<file path="src/rtl/raster_irq_pkg.sv">
`timescale 1ns/1ps
package raster_irq_pkg;

    localparam int RIG_CNT_W     = 6;
    localparam int RIG_PERIOD    = 52;
    localparam int RIG_QUIET_MIN = 32;
    localparam int RIG_ACK_BIT   = 5;
    localparam int RIG_VS_LINES  = 2;
    localparam int RIG_HOLD      = 22;

    // What the line counter did in a given cycle
    typedef enum logic [2:0] {
        LEV_IDLE,
        LEV_STEP,
        LEV_PERIOD,
        LEV_ALIGN_FIRE,
        LEV_ALIGN_QUIET,
        LEV_CLEAR
    } line_ev_e;

endpackage

</file>
<file path="src/rtl/rig_hsync_edge.sv">
`timescale 1ns/1ps
module rig_hsync_edge (
    input  logic clk,
    input  logic rst_n,
    input  logic hsync_i,
    output logic fall_o
);
    typedef struct packed {
        logic hs;
    } edge_st_t;

    edge_st_t st_d, st_q;

    always_comb begin
        st_d.hs = hsync_i;
        fall_o  = st_q.hs & ~hsync_i;
    end

    always_ff @(posedge clk or negedge rst_n) begin
        if (!rst_n) st_q <= '0;
        else        st_q <= st_d;
    end
endmodule

</file>
<file path="src/rtl/rig_vsync_align.sv">
`timescale 1ns/1ps
module rig_vsync_align #(
    parameter int VS_LINES = raster_irq_pkg::RIG_VS_LINES
) (
    input  logic clk,
    input  logic rst_n,
    input  logic vsync_i,
    input  logic fall_i,
    output logic align_o
);
    localparam int VW = $clog2(VS_LINES + 1);

    typedef struct packed {
        logic [VW-1:0] seen;
    } vs_st_t;

    vs_st_t st_d, st_q;

    always_comb begin
        st_d    = st_q;
        align_o = vsync_i && fall_i && (st_q.seen == VW'(VS_LINES - 1));
        if (!vsync_i)
            st_d.seen = '0;
        else if (fall_i && (st_q.seen < VW'(VS_LINES)))
            st_d.seen = st_q.seen + 1'b1;
    end

    always_ff @(posedge clk or negedge rst_n) begin
        if (!rst_n) st_q <= '0;
        else        st_q <= st_d;
    end
endmodule

</file>
<file path="src/rtl/rig_line_divider.sv">
`timescale 1ns/1ps
module rig_line_divider
    import raster_irq_pkg::*;
#(
    parameter int CNT_W     = RIG_CNT_W,
    parameter int PERIOD    = RIG_PERIOD,
    parameter int QUIET_MIN = RIG_QUIET_MIN,
    parameter int ACK_BIT   = RIG_ACK_BIT
) (
    input  logic             clk,
    input  logic             rst_n,
    input  logic             fall_i,
    input  logic             align_i,
    input  logic             ack_i,
    input  logic             clr_i,
    output logic             fire_o,
    output logic [CNT_W-1:0] count_o
);
    typedef struct packed {
        logic [CNT_W-1:0] cnt;
    } div_st_t;

    div_st_t          st_d, st_q;
    logic [CNT_W-1:0] base;
    logic [CNT_W-1:0] nxt;
    line_ev_e         ev;

    always_comb begin
        base = st_q.cnt;
        if (ack_i) base[ACK_BIT] = 1'b0;
        nxt      = base + 1'b1;
        st_d.cnt = base;
        ev       = LEV_IDLE;
        if (clr_i) begin
            st_d.cnt = '0;
            ev       = LEV_CLEAR;
        end else if (fall_i) begin
            if (align_i) begin
                st_d.cnt = '0;
                ev = (nxt < CNT_W'(QUIET_MIN)) ? LEV_ALIGN_FIRE : LEV_ALIGN_QUIET;
            end else if (nxt == CNT_W'(PERIOD)) begin
                st_d.cnt = '0;
                ev       = LEV_PERIOD;
            end else begin
                st_d.cnt = nxt;
                ev       = LEV_STEP;
            end
        end
        fire_o  = (ev == LEV_PERIOD) || (ev == LEV_ALIGN_FIRE);
        count_o = st_q.cnt;
    end

    always_ff @(posedge clk or negedge rst_n) begin
        if (!rst_n) st_q <= '0;
        else        st_q <= st_d;
    end
endmodule

</file>
<file path="src/rtl/rig_irq_stretch.sv">
`timescale 1ns/1ps
module rig_irq_stretch #(
    parameter int HOLD = raster_irq_pkg::RIG_HOLD
) (
    input  logic clk,
    input  logic rst_n,
    input  logic fire_i,
    output logic irq_o
);
    localparam int TW = $clog2(HOLD + 1);

    typedef struct packed {
        logic [TW-1:0] left;
    } hold_st_t;

    hold_st_t st_d, st_q;

    always_comb begin
        if (fire_i)
            st_d.left = TW'(HOLD);
        else if (st_q.left != '0)
            st_d.left = st_q.left - 1'b1;
        else
            st_d.left = '0;
        irq_o = (st_q.left != '0);
    end

    always_ff @(posedge clk or negedge rst_n) begin
        if (!rst_n) st_q <= '0;
        else        st_q <= st_d;
    end
endmodule

</file>
<file path="src/rtl/raster_irq_gen.sv">
`timescale 1ns/1ps
module raster_irq_gen
    import raster_irq_pkg::*;
#(
    parameter int CNT_W     = RIG_CNT_W,
    parameter int PERIOD    = RIG_PERIOD,
    parameter int QUIET_MIN = RIG_QUIET_MIN,
    parameter int ACK_BIT   = RIG_ACK_BIT,
    parameter int VS_LINES  = RIG_VS_LINES,
    parameter int HOLD      = RIG_HOLD
) (
    input  logic clk,
    input  logic rst_n,
    input  logic hsync_i,
    input  logic vsync_i,
    input  logic ack_i,
    input  logic cnt_clr_i,
    output logic irq_o
);
    logic             hs_fall;
    logic             vs_align;
    logic             line_fire;
    logic [CNT_W-1:0] line_cnt;

    rig_hsync_edge u_edge (
        .clk     (clk),
        .rst_n   (rst_n),
        .hsync_i (hsync_i),
        .fall_o  (hs_fall)
    );

    rig_vsync_align #(.VS_LINES(VS_LINES)) u_align (
        .clk     (clk),
        .rst_n   (rst_n),
        .vsync_i (vsync_i),
        .fall_i  (hs_fall),
        .align_o (vs_align)
    );

    rig_line_divider #(
        .CNT_W     (CNT_W),
        .PERIOD    (PERIOD),
        .QUIET_MIN (QUIET_MIN),
        .ACK_BIT   (ACK_BIT)
    ) u_div (
        .clk     (clk),
        .rst_n   (rst_n),
        .fall_i  (hs_fall),
        .align_i (vs_align),
        .ack_i   (ack_i),
        .clr_i   (cnt_clr_i),
        .fire_o  (line_fire),
        .count_o (line_cnt)
    );

    rig_irq_stretch #(.HOLD(HOLD)) u_hold (
        .clk    (clk),
        .rst_n  (rst_n),
        .fire_i (line_fire),
        .irq_o  (irq_o)
    );
endmodule

</file>
<file path="config.mk">
export PLATFORM = sky130hd
export DESIGN_NAME = raster_irq_gen
export DESIGN_NICKNAME = d
export VERILOG_FILES = /design/src/rtl/raster_irq_pkg.sv /design/src/rtl/rig_hsync_edge.sv /design/src/rtl/rig_vsync_align.sv /design/src/rtl/rig_line_divider.sv /design/src/rtl/rig_irq_stretch.sv /design/src/rtl/raster_irq_gen.sv
export SDC_FILE = /design/constraint.sdc
export NUM_CORES = 1
export LEC_CHECK = 0
export BUFFER_PORTS_ARGS = -buffer_cell sky130_fd_sc_hd__buf_2
export CELL_PAD_IN_SITES_DETAIL_PLACEMENT = 0
export CELL_PAD_IN_SITES_GLOBAL_PLACEMENT = 2
export CORE_MARGIN = 2
export CORE_UTILIZATION = 32
export DETAILED_ROUTE_END_ITERATION = 10
export GPL_TIMING_DRIVEN = 0
export PLACE_DENSITY = 0.73
export REMOVE_ABC_BUFFERS = 1
export SETUP_SLACK_MARGIN = 0.2
export SYNTH_ARGS = -nofsm -noshare
export SYNTH_HDL_FRONTEND = slang
export SYNTH_SLANG_ARGS = --single-unit
</file>
<file path="constraint.sdc">
create_clock -name clk -period 1.6 [get_ports clk]
set_input_delay 0.16 -clock clk [delete_from_list [all_inputs] [get_ports clk]]
set_output_delay 0.16 -clock clk [all_outputs]
set_load 0.01 [all_outputs]
</file>
==> impl_metrics.toml <==
[grt]
overflow = 0
track_usage = 0.134
grt_pass1_wl_um = 2640
antenna_found_initial = 0
grt_max_degree = 15
grt_pass1_vias = 627

[timing]
timing.hold.ws_ns = 0.0241
layout_setup_ws_ns = -0.0247
setup_viol = 2
fmax_mhz = 616
worst_pin_slew_ns = 0.347
maxSlewViolCount = 0
worst_clock_skew_ns = 0.00221
rsz0062_at_grt = "yes"
slew_headroom = 0.768
hold_viol_final = 0
tns_ns = -0.0435
fin_crit_ns = 1.62
period_share = 1.02

[final_layout]
stdcell_count = 128
area_growth_pct = 38.7
utilization = 0.468
fillCellCount = 213
multiInputGateArea_um2 = 410
drive_above_1_share = 0.410
layout_commonest_cell = "dfrtp_1"
final_cell_mix = "dfrtp_1 (14), buf_4 (13), buf_2 (6)"
regArea_um2 = 350
nets = 110
diodes = 0

[cts]
cts_tree = "yes"
clk_latency_ns = 0.28
htreeDepth = 1
clockBufferDepth = 2
numClockSinks = 14
clock-root-buffer = "clkbuf_4"
cts_made_buffers = 3
cts.clk_slew.worst_paths_ns = 0.09

[floorplanning]
core_area_um2 = 2190
die_area_um2 = 2710
fp-row-count = 17
initial_core_util = 0.338
die_w_um = 52.1
fp.dieH_um = 52.1
io_pins = 7

[status]
violations = "setup timing"
outcome = "finished, violations left"

[routing]
avgViaCountPerCell = 5.04
vias = 645
drt_iter0_markers = 10
wl_per_cell_um = 12.7
antenna_left = 0
drc_errors = 0
wirelength_um = 1630
first_pass_iters = 4

[critical_path]
crit_path_start_kind = "flop"
critical_path_class = "reg2reg"
cp.arrival_ns = 1.83
cp_max_fo = 5
cp-end-kind = "flop"
worstPathRequired_ns = 1.81

[power]
power_density_nw_per_um2 = 1090
leakage_uw = 0.000461
p_seq_frac = 0.418
clkPwrFrac = 0.231
power_switching_uw = 329
power_frac_comb = 0.351
total_power_uw = 1120
switching_share = 0.295
peakVddDrop_mv = 0.488
p_int_uw = 787

[synth]
ys_ff_latch = 14
yosysWarnings = 0
synthDistinctLibCells = 30
syn-cell-area_um2 = 739
syn_inst = 73
syn_area_per_cell_um2 = 10.1
synth_seq_area_share = 0.474

[placement]
hpwl_um = 1000
dp_cells = 107
io_buffer_count = 6
gp_congestion = 0.695

[flow_run]
maxCapViolCount = 0

[worst_hold_path]
hp-class = "in2reg"
==> kinds of logic after synthesis <==
kind of cell	count (synthesis)	share of synthesized area
AND/OR/NAND/NOR	28	0.225
AO/OA/AOI/OAI	18	0.173
flip-flops	14	0.474
buffers and inverters	6	0.0305
XOR/XNOR	4	0.0474
adder cells (fa/ha/maj)	3	0.0508
==> layout make-up <==
cell class                 instances  area share
tap                               28      0.0341
timing repair buffer              23       0.167
inverter                           6      0.0220
multi-input combinational         53       0.400
clock buffer                       4      0.0354
sequential                        14       0.341
==> Yosys cell counts <==
cell / instances / share of area
nand2_1: 6 / 0.030
a21boi_0: 1 / 0.010
nor2_1: 2 / 0.010
nor3b_1: 1 / 0.010
a21o_2: 1 / 0.012
nor3_1: 3 / 0.020
o21ai_0: 6 / 0.041
and2_1: 3 / 0.025
nand4bb_1: 1 / 0.015
inv_1: 6 / 0.030
a21oi_1: 2 / 0.014
nand3_1: 1 / 0.0068
nand4_1: 1 / 0.0085
a22o_1: 1 / 0.012
xnor2_1: 4 / 0.047
or3b_1: 1 / 0.012
and4b_1: 1 / 0.014
nor2b_1: 2 / 0.017
ha_1: 3 / 0.051
and3_1: 1 / 0.0085
or4b_1: 1 / 0.014
o21bai_1: 2 / 0.020
nand2b_1: 2 / 0.017
o31ai_1: 1 / 0.010
or3_1: 2 / 0.017
o2111a_1: 1 / 0.015
o22ai_1: 1 / 0.0085
o211ai_2: 1 / 0.017
a32o_1: 1 / 0.014
dfrtp_1: 14 / 0.47
==> per-layer routing <==
| layer | vias to the layer above | global-route usage | wire (um) |
|---|---|---|---|
| li1 | 316 | - | - |
| met1 | 315 | 0.149 | 710 |
| met2 | 9 | 0.241 | 838 |
| met3 | 5 | 0.0259 | 44 |
| met4 | 0 | 0.0658 | 30 |
| met5 | - | 0 | 0 |
==> flip-flops by register name, indices dropped and copies added (netlist names) <==
name and flops:
u_div.count_o 6, u_hold.st_q 5, u_align.st_q 2, u_edge.st_q 1
==> power groups by stage <==
stage	Combinational, uW	Clock [uW]	Sequential, uW
4_1_cts	272	258	472
2_1_floorplan	188	0	466
5_1_grt	445	274	475
3_3_place_gp	243	0	474
6_report	391	257	467
3_5_place_dp	245	0	476
==> worst paths after layout <==
kind                                              start                           end  slack (ns)  depth (start not counted)
max                        u_div.count_o[1]$_DFFE_PN0P_      u_hold.st_q[2]$_DFF_PN0_       -0.02                          5
min                                             hsync_i         u_edge.st_q$_DFF_PN0_        0.02                          1
max reg2reg                u_div.count_o[1]$_DFFE_PN0P_      u_hold.st_q[2]$_DFF_PN0_       -0.02                          5
min reg2reg                u_div.count_o[4]$_DFFE_PN0P_  u_div.count_o[4]$_DFFE_PN0P_        0.51                          1
max in group asynchronous                         rst_n   u_align.st_q[1]$_DFFE_PN0P_        1.07                          2
min in group asynchronous                         rst_n      u_hold.st_q[0]$_DFF_PN0_        0.30                          2
==> critical path: stages, from the launching register on <==
cell and delay [ns]:
dfrtp_1 0.39, ha_2 0.20, nand4bb_1 0.14, or4b_1 0.55, o211ai_2 0.12, o21bai_1 0.15
==> what timing repair did <==
item                       in CTS  in global routing
hold endpoints to repair       14                  0
pin swaps                       5                  5
hold buffers                    1                  0
gates cloned                    0                  0
gates resized for setup         6                 13
buffers inserted                6                 10
setup endpoints to repair       9                 12
==> stage by stage <==
stage / worst slack (ns) / area (um2)
after floorplan: 0.0710 / 739
after global placement: -0.0641 / 805
after detailed placement: -0.0390 / 805
after CTS: 0.0448 / 913
after global routing: -0.0729 / 1030
final: -0.0247 / 1030
Note: power is estimated with default switching activity, not from simulation.
